<file path="config.mk">
export PLATFORM = sky130hd
export DESIGN_NAME = world_guard
export DESIGN_NICKNAME = d
export VERILOG_FILES = /design/src/rtl/world_pkg.sv /design/src/rtl/world_mode.sv /design/src/rtl/world_mem_filter.sv /design/src/rtl/world_per_filter.sv /design/src/rtl/world_guard.sv
export SDC_FILE = /design/constraint.sdc
export NUM_CORES = 1
export LEC_CHECK = 0
export BUFFER_PORTS_ARGS = -buffer_cell sky130_fd_sc_hd__clkbuf_2
export CORE_MARGIN = 2
export CORE_UTILIZATION = 59
export DETAILED_ROUTE_END_ITERATION = 10
export PLACE_DENSITY_LB_ADDON = 0.1
export RECOVER_POWER = 25
export SLEW_MARGIN = 20
export SYNTH_ARGS = -nofsm -noshare
export SYNTH_HDL_FRONTEND = slang
export SYNTH_SLANG_ARGS = --single-unit
</file>
<file path="constraint.sdc">
create_clock -name clk -period 5.9 [get_ports clk]
set_clock_uncertainty 0.1 [all_clocks]
set_input_delay 0.885 -clock clk [delete_from_list [all_inputs] [get_ports clk]]
set_output_delay 0.885 -clock clk [all_outputs]
set_load 0.01 [all_outputs]
</file>
<file path="src/rtl/world_pkg.sv">
package world_pkg;

  typedef enum logic {
    WIN_BASE  = 1'b0,
    WIN_LIMIT = 1'b1
  } win_reg_e;

  typedef struct packed {
    logic valid;
    logic fault;
  } resp_t;

  // Address inside an enabled window; an inverted window matches nothing.
  function automatic logic win_hit(input logic [31:0] addr,
                                   input logic [31:0] lo,
                                   input logic [31:0] hi);
    return (hi >= lo) && (addr >= lo) && (addr <= hi);
  endfunction

endpackage

</file>
<file path="src/rtl/world_mode.sv">
module world_mode (
  input  logic clk,
  input  logic rst_n,
  input  logic smc_i,
  input  logic ret_i,
  input  logic ns_wr_i,
  input  logic ns_wdata_i,
  output logic mon_o,
  output logic ns_o,
  output logic sec_o,
  output logic fault_o
);

  logic mon_q, ns_q, flt_q;

  always_ff @(posedge clk) begin
    if (!rst_n) begin
      mon_q <= 1'b0;
      ns_q  <= 1'b0;
      flt_q <= 1'b0;
    end else begin
      flt_q <= ns_wr_i & ~mon_q;
      if (ns_wr_i && mon_q) ns_q <= ns_wdata_i;
      if (smc_i)             mon_q <= 1'b1;
      else if (ret_i && mon_q) mon_q <= 1'b0;
    end
  end

  assign mon_o   = mon_q;
  assign ns_o    = ns_q & ~mon_q;
  assign sec_o   = ~ns_o;
  assign fault_o = flt_q;

  assert_smc_enter_R2: assert property (@(posedge clk) disable iff (!rst_n)
    smc_i |=> mon_q);
  assert_ret_exit_R3: assert property (@(posedge clk) disable iff (!rst_n)
    (mon_q && ret_i && !smc_i) |=> !mon_q);
  assert_ns_locked_R4: assert property (@(posedge clk) disable iff (!rst_n)
    !mon_q |=> $stable(ns_q));

endmodule

</file>
<file path="src/rtl/world_mem_filter.sv">
module world_mem_filter
  import world_pkg::*;
#(
  parameter int AW = 16,
  parameter logic [AW-1:0] BASE_RST  = '1,
  parameter logic [AW-1:0] LIMIT_RST = '1
) (
  input  logic          clk,
  input  logic          rst_n,
  input  logic          sec_i,
  input  logic          win_wr_i,
  input  logic          win_sel_i,
  input  logic [AW-1:0] win_wdata_i,
  input  logic          mem_valid_i,
  input  logic [AW-1:0] mem_addr_i,
  input  logic          mem_write_i,
  output logic          ready_o,
  output logic          rsp_valid_o,
  output logic          rsp_fault_o,
  output logic          wr_en_o,
  output logic          fault_o
);

  logic [AW-1:0] base_q, limit_q;
  logic          ready_q, flt_q, wr_q;
  resp_t         rsp_q;
  logic          accept, hit, deny;

  assign accept = mem_valid_i & ready_q;
  assign hit    = win_hit(32'(mem_addr_i), 32'(base_q), 32'(limit_q));
  assign deny   = hit & ~sec_i;

  always_ff @(posedge clk) begin
    if (!rst_n) begin
      base_q  <= BASE_RST;
      limit_q <= LIMIT_RST;
      ready_q <= 1'b0;
      flt_q   <= 1'b0;
      wr_q    <= 1'b0;
      rsp_q   <= '0;
    end else begin
      ready_q <= 1'b1;
      flt_q   <= win_wr_i & ~sec_i;
      if (win_wr_i && sec_i) begin
        if (win_reg_e'(win_sel_i) == WIN_BASE) base_q  <= win_wdata_i;
        else                                   limit_q <= win_wdata_i;
      end
      rsp_q.valid <= accept;
      rsp_q.fault <= accept & deny;
      wr_q        <= accept & mem_write_i & ~deny;
    end
  end

  assign ready_o     = ready_q;
  assign rsp_valid_o = rsp_q.valid;
  assign rsp_fault_o = rsp_q.fault;
  assign wr_en_o     = wr_q;
  assign fault_o     = flt_q;

  assert_rsp_next_R5: assert property (@(posedge clk) disable iff (!rst_n)
    (mem_valid_i && ready_o) |=> rsp_valid_o);
  assert_no_wr_on_fault_R6: assert property (@(posedge clk) disable iff (!rst_n)
    rsp_fault_o |-> !wr_en_o);
  assert_win_locked_R8: assert property (@(posedge clk) disable iff (!rst_n)
    !sec_i |=> ($stable(base_q) && $stable(limit_q)));

endmodule

</file>
<file path="src/rtl/world_per_filter.sv">
module world_per_filter
  import world_pkg::*;
#(
  parameter int NPER = 6,
  parameter int PW   = 3
) (
  input  logic          clk,
  input  logic          rst_n,
  input  logic          sec_i,
  input  logic          pa_wr_i,
  input  logic [PW-1:0] pa_idx_i,
  input  logic          pa_ns_i,
  input  logic          per_valid_i,
  input  logic [PW-1:0] per_idx_i,
  output logic          rsp_valid_o,
  output logic          rsp_fault_o,
  output logic          fault_o
);

  logic [NPER-1:0] own_q;
  logic            own_sel, in_range;
  logic            flt_q;
  resp_t           rsp_q;

  generate
    for (genvar g = 0; g < NPER; g++) begin : g_slot
      always_ff @(posedge clk) begin
        if (!rst_n) own_q[g] <= 1'b0;
        else if (pa_wr_i && sec_i && (32'(pa_idx_i) == g)) own_q[g] <= pa_ns_i;
      end
    end
  endgenerate

  always_comb begin
    own_sel = 1'b0;
    for (int i = 0; i < NPER; i++)
      if (32'(per_idx_i) == i) own_sel = own_q[i];
  end

  assign in_range = 32'(per_idx_i) < NPER;

  always_ff @(posedge clk) begin
    if (!rst_n) begin
      rsp_q <= '0;
      flt_q <= 1'b0;
    end else begin
      flt_q       <= pa_wr_i & ~sec_i;
      rsp_q.valid <= per_valid_i;
      rsp_q.fault <= per_valid_i & (~in_range | (own_sel != ~sec_i));
    end
  end

  assign rsp_valid_o = rsp_q.valid;
  assign rsp_fault_o = rsp_q.fault;
  assign fault_o     = flt_q;

  assert_per_rsp_R10: assert property (@(posedge clk) disable iff (!rst_n)
    per_valid_i |=> rsp_valid_o);
  assert_per_range_R10: assert property (@(posedge clk) disable iff (!rst_n)
    (per_valid_i && !in_range) |=> rsp_fault_o);
  assert_own_locked_R11: assert property (@(posedge clk) disable iff (!rst_n)
    !sec_i |=> $stable(own_q));

endmodule

</file>
<file path="src/rtl/world_guard.sv">
module world_guard
  import world_pkg::*;
#(
  parameter int AW = 16,
  parameter int NPER = 6,
  parameter logic [AW-1:0] WIN_BASE_RST  = 16'hC000,
  parameter logic [AW-1:0] WIN_LIMIT_RST = 16'hFFFF,
  localparam int PW = (NPER > 1) ? $clog2(NPER) : 1
) (
  input  logic          clk,
  input  logic          rst_n,
  input  logic          smc_i,
  input  logic          ret_i,
  input  logic          ns_wr_i,
  input  logic          ns_wdata_i,
  input  logic          win_wr_i,
  input  logic          win_sel_i,
  input  logic [AW-1:0] win_wdata_i,
  input  logic          pa_wr_i,
  input  logic [PW-1:0] pa_idx_i,
  input  logic          pa_ns_i,
  input  logic          mem_valid_i,
  output logic          mem_ready_o,
  input  logic [AW-1:0] mem_addr_i,
  input  logic          mem_write_i,
  output logic          mem_rsp_valid_o,
  output logic          mem_rsp_fault_o,
  output logic          mem_wr_en_o,
  input  logic          per_valid_i,
  input  logic [PW-1:0] per_idx_i,
  output logic          per_rsp_valid_o,
  output logic          per_rsp_fault_o,
  output logic          world_ns_o,
  output logic          monitor_o,
  output logic          cfg_fault_o
);

  logic sec, mode_flt, win_flt, pa_flt;

  world_mode u_mode (
    .clk(clk), .rst_n(rst_n), .smc_i(smc_i), .ret_i(ret_i),
    .ns_wr_i(ns_wr_i), .ns_wdata_i(ns_wdata_i),
    .mon_o(monitor_o), .ns_o(world_ns_o), .sec_o(sec), .fault_o(mode_flt)
  );

  world_mem_filter #(.AW(AW), .BASE_RST(WIN_BASE_RST), .LIMIT_RST(WIN_LIMIT_RST)) u_mem (
    .clk(clk), .rst_n(rst_n), .sec_i(sec),
    .win_wr_i(win_wr_i), .win_sel_i(win_sel_i), .win_wdata_i(win_wdata_i),
    .mem_valid_i(mem_valid_i), .mem_addr_i(mem_addr_i), .mem_write_i(mem_write_i),
    .ready_o(mem_ready_o), .rsp_valid_o(mem_rsp_valid_o), .rsp_fault_o(mem_rsp_fault_o),
    .wr_en_o(mem_wr_en_o), .fault_o(win_flt)
  );

  world_per_filter #(.NPER(NPER), .PW(PW)) u_per (
    .clk(clk), .rst_n(rst_n), .sec_i(sec),
    .pa_wr_i(pa_wr_i), .pa_idx_i(pa_idx_i), .pa_ns_i(pa_ns_i),
    .per_valid_i(per_valid_i), .per_idx_i(per_idx_i),
    .rsp_valid_o(per_rsp_valid_o), .rsp_fault_o(per_rsp_fault_o), .fault_o(pa_flt)
  );

  assign cfg_fault_o = mode_flt | win_flt | pa_flt;

  assert_mon_secure_R2: assert property (@(posedge clk) disable iff (!rst_n)
    monitor_o |-> !world_ns_o);

endmodule

</file>
==> impl_metrics.py, run 1 <==
metrics = {
    "run_status": {
        "status": "finished with violations",
        "violations": "max-capacitance violations, max-slew violations",
    },
    "logic_synthesis": {
        "synthFlopType": "dfxtp_1",
        "ys_ff_latch": 49,
        "async_flop_share": 0,
        "synth_cell_types": 42,
        "synth_edf_count": 0,
        "syn_inst": 335,
        "ys.warnings.count": 0,
        "synth_largest_area_cell": "dfxtp_1",
        "yosysSeqAreaShare": 0.333,
        "syn_nets": 434,
        "synth.cell_area_um2": 2950,
        "synth.area.top_cells": "dfxtp_1 (33%), ha_1 (20%), nand2_1 (7.8%), o211ai_1 (5.6%), inv_1 (4.1%)",
        "synth_top_area_frac": 0.333,
        "yosys-top-cells-count": "nand2_1 (61), dfxtp_1 (49), ha_1 (48), inv_1 (32), o211ai_1 (22)",
        "syn_area_per_cell_um2": 8.79,
        "synth_most_common_cell": "nand2_1",
    },
    "cells_and_area": {
        "drive_above_1_share": 0.195,
        "nets": 488,
        "fill_cells": 418,
        "n_antenna_cell": 0,
        "multi_input_area_um2": 1780,
        "finalInstanceArea_um2": 3360,
        "regArea_um2": 981,
        "area_delta_synth_final_pct": 13.9,
    },
    "clocking": {
        "hold_buffers": 0,
        "numCtsBuffers": 5,
        "clock-sinks": 49,
        "h-tree-depth": 2,
        "clk_latency_ns": 0.31,
        "cts_setup_buffers": 0,
        "cts_resized": 0,
        "tritoncts": "yes",
        "cts.path.max_buffers": 2,
        "cts_root_buffer": "clkbuf_8",
        "cts.clk_slew.worst_paths_ns": 0.09,
    },
    "drt": {
        "viasPerCell": 5.28,
        "wire_per_inst_um": 13.1,
        "drtIter0Drc": 67,
        "ant_nets": 0,
        "dr.pass1.iters": 6,
        "wirelength_um": 6010,
        "drc_errors": 0,
        "num_vias": 2414,
    },
    "floorplan": {
        "rows": 25,
        "die_w_um": 74.7,
        "placeableCoreArea_um2": 4750,
        "die_h_um": 74.7,
        "initial_utilization": 0.619,
        "io_pins": 60,
        "dieArea_um2": 5570,
    },
    "grt": {
        "met1_usage": 0.302,
        "grt.total_usage": 0.235,
        "grt_overflow": 0,
        "top_usage_layer": "met2",
        "grt_pass1_vias": 2329,
        "use_met3": 0.0375,
        "grt_antenna_before_repair": 0,
        "grt_max_degree": 47,
        "grtUsageMet2": 0.397,
        "grt_pass1_wl_um": 10100,
    },
    "worst_setup_path": {
        "end_kind": "flip-flop",
        "crit_fanout": 46,
        "arrival_ns": 2.62,
        "startpoint_type": "input port",
        "critical_path_class": "in -> reg",
        "cp.required_ns": 6.06,
    },
    "power_and_ir_drop": {
        "ir_drop_mv": 0.142,
        "power_w": 0.000700,
        "p_per_area_nw_per_um2": 209,
        "power.leakage_nw": 1.60,
    },
    "sta": {
        "maxSlewHeadroom": -0.139,
        "timing.hold.ws_ns": 0.362,
        "drv_slew": 47,
        "rsz0062_at_grt": "no",
        "period_needed_ns": 2.46,
        "setup_ws_ns": 3.44,
        "clock.fmax_ghz": 0.406,
        "hold_violations": 0,
        "tightest_slew_ns": 1.71,
        "period_share": 0.417,
        "tns_ns": 0,
        "finalSetupViolCount": 0,
    },
    "run": {
        "max_cap_viol_count": 1,
    },
    "placement": {
        "dp_hpwl_um": 4590,
        "place.gp.congestion": 0.861,
        "io_buffers": 59,
        "post_dp_cell_area_um2": 3270,
        "dp_slack_ns": 3.23,
    },
    "hold_path": {
        "min_path_type": "reg -> reg",
    },
}
power breakdown:
group | internal (W) | total (W) | switching, W | leakage, nW
clock network | 0.0000843 | 0.000203 | 0.000119 | 0.0445
registers | 0.000347 | 0.000355 | 0.00000838 | 0.402
logic | 0.0000644 | 0.000142 | 0.0000778 | 1.15
layout by cell type (no fill, tap or decap), types with 5 or more instances in the layout:
cell type,Yosys,layout
o21a_1,5,5
nand2_1,61,61
o21ai_0,5,5
dfxtp_1,49,49
a21boi_0,12,12
ha_1,48,48
inv_1,32,32
clkbuf_8,0,5
mux2i_1,7,7
nor2b_1,9,9
nand4_1,9,9
a21oi_1,14,14
nor2_1,5,5
clkbuf_2,0,58
o211ai_1,22,22
registers in the layout (all words and copies together), names as in the netlist:
register           cells
u_mode.fault_o         1
u_per.own_q            6
u_mem.limit_q         16
u_per.rsp_fault_o      1
u_mem.ready_o          1
u_mem.fault_o          1
u_mem.rsp_valid_o      1
u_mode.mon_o           1
u_mem.rsp_fault_o      1
u_mode.ns_q            1
u_mem.base_q          16
u_mem.wr_en_o          1
u_per.rsp_valid_o      1
u_per.fault_o          1
through the flow:
stage,util,std cells
2_1_floorplan,-,335
3_3_place_gp,0.687,449
3_5_place_dp,0.687,449
4_1_cts,0.706,457
5_1_grt,0.706,457
6_report,0.706,457
worst max-delay path, stage by stage:
cell and delay, ns:
clkbuf_1 1.20, and3_1 0.34, and3b_1 0.16
layout make-up:
class | instances | share of cell area
clock buffer | 5 | 0.0205
sequential | 49 | 0.292
multi-input combinational | 241 | 0.531
timing repair buffer | 59 | 0.0876
tap | 67 | 0.0250
clock inverter | 3 | 0.00634
inverter | 33 | 0.0377
final timing paths:
kind / from / to / slack [ns] / depth (start not counted)
worst max register to register: u_mem.limit_q[9] / u_mem.wr_en_o / 3.81 / 8
worst max-delay path: rst_n / u_mem.wr_en_o / 3.44 / 3
worst min-delay path: u_mem.base_q[3] / u_mem.base_q[3] / 0.36 / 2
worst min register to register: u_mem.base_q[3] / u_mem.base_q[3] / 0.36 / 2
logic make-up after synthesis:
logic type | share of synthesized area
buffers and inverters | 0.0629
DFF | 0.333
adders and majority gates | 0.204
AOI/OAI and AO/OA | 0.183
and+or+nand+nor | 0.180
xor gates and xnor gates | 0.00595
muxes | 0.0314
metal layers:
layer	vias up	share of wire
li1	1288	-
met1	1073	0.48
met2	44	0.47
met3	9	0.030
met4	0	0.017
met5	-	0
(Power assumes the default switching activity.)
==> run 2: changes to the inputs <==
--- a/config.mk
+++ b/config.mk
@@ -7,7 +7,7 @@
 export LEC_CHECK = 0
 export BUFFER_PORTS_ARGS = -buffer_cell sky130_fd_sc_hd__clkbuf_2
 export CORE_MARGIN = 2
-export CORE_UTILIZATION = 59
+export CORE_UTILIZATION = 50
 export DETAILED_ROUTE_END_ITERATION = 10
 export PLACE_DENSITY_LB_ADDON = 0.1
 export RECOVER_POWER = 25
==> constraint.sdc (replaced) <==
create_clock -name clk -period 2.07 [get_ports clk]
set_clock_uncertainty 0.1 [all_clocks]
set_input_delay 0.3105 -clock clk [delete_from_list [all_inputs] [get_ports clk]]
set_output_delay 0.3105 -clock clk [all_outputs]
set_load 0.01 [all_outputs]
==> impl_metrics.py, run 2 (synthesized netlist as in run 1, its figures left out) <==
metrics = {
    "worst_setup_path": {
        "end_kind": "flip-flop",
        "regToRegStartpoint": "u_mem.limit_q[12]",
        "crit_fanout": 2,
        "critical_path_class": "reg -> reg",
        "cp-startpoint": "u_mem.limit_q[12]",
        "cp.required_ns": 2.17,
        "arrival_ns": 2.09,
        "startpoint_type": "flip-flop",
    },
    "sta": {
        "period_needed_ns": 1.99,
        "finalSetupViolCount": 0,
        "tns_ns": 0,
        "hold_violations": 0,
        "maxSlewHeadroom": 0.520,
        "tightest_slew_ns": 0.720,
        "period_share": 0.961,
        "clock.fmax_ghz": 0.503,
        "drv_slew": 0,
        "rsz0062_at_grt": "yes",
    },
    "placement": {
        "io_buffers": 59,
        "dp.cells": 458,
        "dp_hpwl_um": 5080,
        "place.gp.congestion": 0.855,
    },
    "drt": {
        "viasPerCell": 5.25,
        "drtIter0Drc": 83,
        "num_vias": 2450,
        "wire_per_inst_um": 14.7,
        "drc_errors": 0,
        "ant_nets": 0,
        "wirelength_um": 6870,
        "dr.pass1.iters": 4,
    },
    "cells_and_area": {
        "nets": 493,
        "final_cell_mix": "nand2_1 (60), clkbuf_2 (52), ha_1 (38)",
        "top_regs": "u_mem.base_q: 16 flops, u_mem.limit_q: 16 flops, u_per.own_q: 6 flops",
        "layout.cells.most_common": "nand2_1",
        "drive_above_1_share": 0.263,
        "n_antenna_cell": 0,
        "finalNonFillerCells": 467,
        "area_delta_synth_final_pct": 21.5,
    },
    "power_and_ir_drop": {
        "p_per_area_nw_per_um2": 609,
        "power.leakage_nw": 1.60,
        "ir_drop_mv": 0.338,
        "power_w": 0.00218,
    },
    "clocking": {
        "numCtsBuffers": 5,
        "h-tree-depth": 2,
        "clk_latency_ns": 0.31,
        "cts.clk_slew.worst_paths_ns": 0.10,
        "tritoncts": "yes",
        "hold_buffers": 0,
        "clock-sinks": 49,
        "cts.path.max_buffers": 2,
        "cts_root_buffer": "clkbuf_8",
    },
    "grt": {
        "grt_overflow": 0,
        "grt_antenna_before_repair": 0,
        "grt_pass1_wl_um": 10700,
        "grt_max_degree": 33,
        "grt.total_usage": 0.210,
        "grt_pass1_vias": 2362,
    },
    "floorplan": {
        "rows": 27,
        "placeableCoreArea_um2": 5610,
        "initial_utilization": 0.525,
        "dieArea_um2": 6520,
        "die_h_um": 80.8,
        "io_pins": 60,
        "die_w_um": 80.8,
    },
    "hold_path": {
        "min_path_type": "in -> reg",
        "min_from": "smc_i",
    },
    "run": {
        "max_cap_viol_count": 0,
    },
    "run_status": {
        "status": "finished, final reports clean",
    },
}
[run 2: cell type report]
cell class / count / area, um2
flip-flops and latches: 49 / 996
repair buffers: 64 / 329
well taps: 72 / 90.1
fillers: 517 / 2030
clock buffers: 6 / 72.6
multi-input cells: 241 / 1920
inverters: 33 / 126
clock inverters: 2 / 38.8
[run 2: path summary, 6_finish.rpt]
check             slack (ns)  cells past startpoint              end
setup / recovery        0.08                      7    u_mem.wr_en_o
hold / removal          0.11                      2     u_mode.mon_o
setup reg to reg        0.08                      7    u_mem.wr_en_o
hold reg to reg         0.36                      2  u_mem.base_q[1]
[run 2: routing by layer]
layer,global-route usage,part of all wire,vias to the layer above
li1,-,-,1295
met1,0.272,0.48,1114
met2,0.366,0.48,34
met3,0.0289,0.028,7
met4,0.0610,0.010,0
met5,0,0,-
[run 2: timing repair]
action	CTS	global route
gates resized for setup	0	36
endpoints found under the hold margin	0	0
setup endpoints to repair	0	2
setup buffers	0	1
[run 2: worst max-delay path, cell delays in order (launching register included)]
cell and delay, ns:
dfxtp_2 0.34, inv_1 0.07, ha_4 0.28, nand4_1 0.14, nor4_2 0.33, nand4_1 0.12
a222oi_1 0.27, and3b_1 0.22
[run 2: metrics by stage]
stage                     cell area [um2]  setup slack [ns]  utilization  hold slack [ns]
after floorplan                      2950             0.227            -            0.238
after global placement               3310            0.0342        0.591            0.343
after detailed placement             3310            0.0146        0.591            0.348
after CTS                            3430            0.0238        0.611            0.104
after global routing                 3580           -0.0645        0.638            0.114
final                                3580            0.0813        0.638            0.106
[run 2: power by group]
group	switching, W	internal [W]
Combinational	0.000249	0.000215
Sequential	0.0000290	0.000992
Clock	0.000329	0.000363
==> run 3: changes to the inputs <==
--- a/config.mk
+++ b/config.mk
@@ -7,7 +7,7 @@
 export LEC_CHECK = 0
 export BUFFER_PORTS_ARGS = -buffer_cell sky130_fd_sc_hd__clkbuf_2
 export CORE_MARGIN = 2
-export CORE_UTILIZATION = 50
+export CORE_UTILIZATION = 59
 export DETAILED_ROUTE_END_ITERATION = 10
 export PLACE_DENSITY_LB_ADDON = 0.1
 export RECOVER_POWER = 25
==> constraint.sdc (replaced) <==
create_clock -name clk -period 2.3 [get_ports clk]
set_clock_uncertainty 0.1 [all_clocks]
set_input_delay 0.345 -clock clk [delete_from_list [all_inputs] [get_ports clk]]
set_output_delay 0.345 -clock clk [all_outputs]
set_load 0.01 [all_outputs]
==> impl_metrics.py, run 3 (synthesized netlist as in run 1, its figures left out) <==
metrics = {
    "sta": {
        "tns_ns": 0,
        "hold_violations": 0,
        "period_needed_ns": 2.15,
        "tightest_slew_ns": 1.20,
        "setup_ws_ns": 0.148,
        "period_share": 0.936,
        "clock.fmax_ghz": 0.465,
        "finalSetupViolCount": 0,
        "rsz0062_at_grt": "no",
        "maxSlewHeadroom": 0.203,
        "drv_slew": 0,
    },
    "drt": {
        "viasPerCell": 5.25,
        "dr.pass1.iters": 4,
        "wirelength_um": 6340,
        "drc_errors": 0,
        "drtIter0Drc": 78,
        "num_vias": 2421,
        "ant_nets": 0,
        "wire_per_inst_um": 13.8,
    },
    "worst_setup_path": {
        "rrSetupSlack_ns": 0.15,
        "cp.required_ns": 2.42,
        "path_buf_inv": 1,
        "crit_end": "u_mem.rsp_fault_o",
        "cp_slowest_stage_delay_ns": 0.38,
        "cpLargestDelayFamily": "compound AO/OA/AOI/OAI gates",
        "startpoint_type": "flip-flop",
        "r2r_end": "u_mem.rsp_fault_o",
        "worstPathCellList": "inv_1, ha_1, or3b_1, o2111ai_1, a31oi_1, o21ai_0, a222oi_1, and2_2",
        "cp.depth": 8,
        "end_kind": "flip-flop",
        "cp_slowest_cell": "or3b_1",
        "crit_fanout": 2,
        "regToRegStartpoint": "u_mem.limit_q[0]",
        "r2r_cells": 8,
        "cp-startpoint": "u_mem.limit_q[0]",
        "arrival_ns": 2.27,
        "critical_path_class": "reg -> reg",
    },
    "cells_and_area": {
        "finalInstanceArea_um2": 3420,
        "fin_util": 0.720,
        "top_regs": "u_mem.base_q: 16 flops, u_mem.limit_q: 16 flops, u_per.own_q: 6 flops",
        "drive_above_1_share": 0.185,
        "layout.cells.most_common": "nand2_1",
        "n_antenna_cell": 0,
        "area_delta_synth_final_pct": 16.2,
        "final_cell_mix": "nand2_1 (61), clkbuf_2 (53), dfxtp_1 (49)",
        "nets": 492,
    },
    "clocking": {
        "cts.path.max_buffers": 2,
        "cts_resized": 0,
        "clock-sinks": 49,
        "cts_root_buffer": "clkbuf_8",
        "tritoncts": "yes",
        "h-tree-depth": 2,
        "hold_buffers": 0,
        "cts.clk_slew.worst_paths_ns": 0.10,
        "clk_latency_ns": 0.31,
        "numCtsBuffers": 5,
        "cts_setup_buffers": 0,
    },
    "power_and_ir_drop": {
        "power_w": 0.00203,
        "p_clk_frac": 0.366,
        "power.leakage_nw": 1.62,
        "ir_drop_mv": 0.405,
        "p_per_area_nw_per_um2": 594,
        "p_int_w": 0.00150,
        "sequentialPowerShare": 0.449,
        "p_comb_frac": 0.185,
        "p_sw_w": 0.000535,
        "p_sw_frac": 0.263,
    },
    "placement": {
        "dp_slack_ns": 0.156,
        "place.gp.congestion": 0.842,
        "post_dp_cell_area_um2": 3300,
        "io_buffers": 59,
        "dp_hpwl_um": 4880,
    },
    "grt": {
        "grt_pass1_wl_um": 10500,
        "grt_pass1_vias": 2382,
        "grt.total_usage": 0.249,
        "grt_overflow": 0,
        "grt_max_degree": 33,
        "grt_antenna_before_repair": 0,
    },
    "floorplan": {
        "initial_utilization": 0.619,
        "rows": 25,
        "dieArea_um2": 5570,
        "placeableCoreArea_um2": 4750,
        "io_pins": 60,
        "die_w_um": 74.7,
        "die_h_um": 74.7,
    },
    "hold_path": {
        "min_path_cells": 2,
        "min_path_type": "in -> reg",
    },
    "run": {
        "max_cap_viol_count": 0,
    },
    "run_status": {
        "status": "finished, final reports clean",
    },
}
run 3: changes by cell type in the layout (fill, tap and decap cells not counted), moves of 3 or more:
cell / change
dfxtp_1: +12
dfxtp_2: -12
ha_1: +10
ha_4: -10
inv_1: +6
inv_2: -6
a21oi_1: +3
a21oi_2: -3
clkbuf_1: -3
o21ai_0: +3
o21ai_1: -3
run 3: layer usage:
layer,global-route usage,routed length (um),vias to the layer above
met3,0.0495,236,10
met5,0,0,-
li1,-,-,1301
met2,0.434,3100,43
met1,0.306,2910,1067
met4,0.0853,93,0
run 3: worst min path at each step:
| stage | start | to | slack (ns) |
|---|---|---|---|
| finish | smc_i | u_mode.mon_o | 0.13 |
| detailed placement | u_mem.base_q[3] | u_mem.base_q[3] | 0.35 |
| floorplan | rst_n | u_mem.ready_o | 0.27 |
| CTS | smc_i | u_mode.mon_o | 0.13 |
| global route | smc_i | u_mode.mon_o | 0.14 |
| global placement | u_mem.base_q[3] | u_mem.base_q[3] | 0.35 |
run 3: power groups by stage:
stage	sequential [W]	clock, W	combinational, W
after global routing	0.000917	0.000794	0.000429
after global placement	0.000930	0	0.000358
after detailed placement	0.000932	0	0.000371
after CTS	0.000912	0.000757	0.000379
after floorplan	0.000929	0	0.000242
final	0.000912	0.000745	0.000376
run 3: through the flow:
stage / instances / hold WS [ns]
floorplan: 335 / 0.273
global placement: 453 / 0.345
detailed placement: 453 / 0.348
CTS: 461 / 0.128
global route: 461 / 0.136
finish: 461 / 0.130
run 3: final cells by class:
cell class | count | area [um2]
multi-input combinational | 241 | 1780
fill | 424 | 1330
sequential | 49 | 981
timing repair buffer | 63 | 314
inverter | 33 | 126
tap | 67 | 83.8
clock buffer | 5 | 68.8
clock inverter | 3 | 68.8
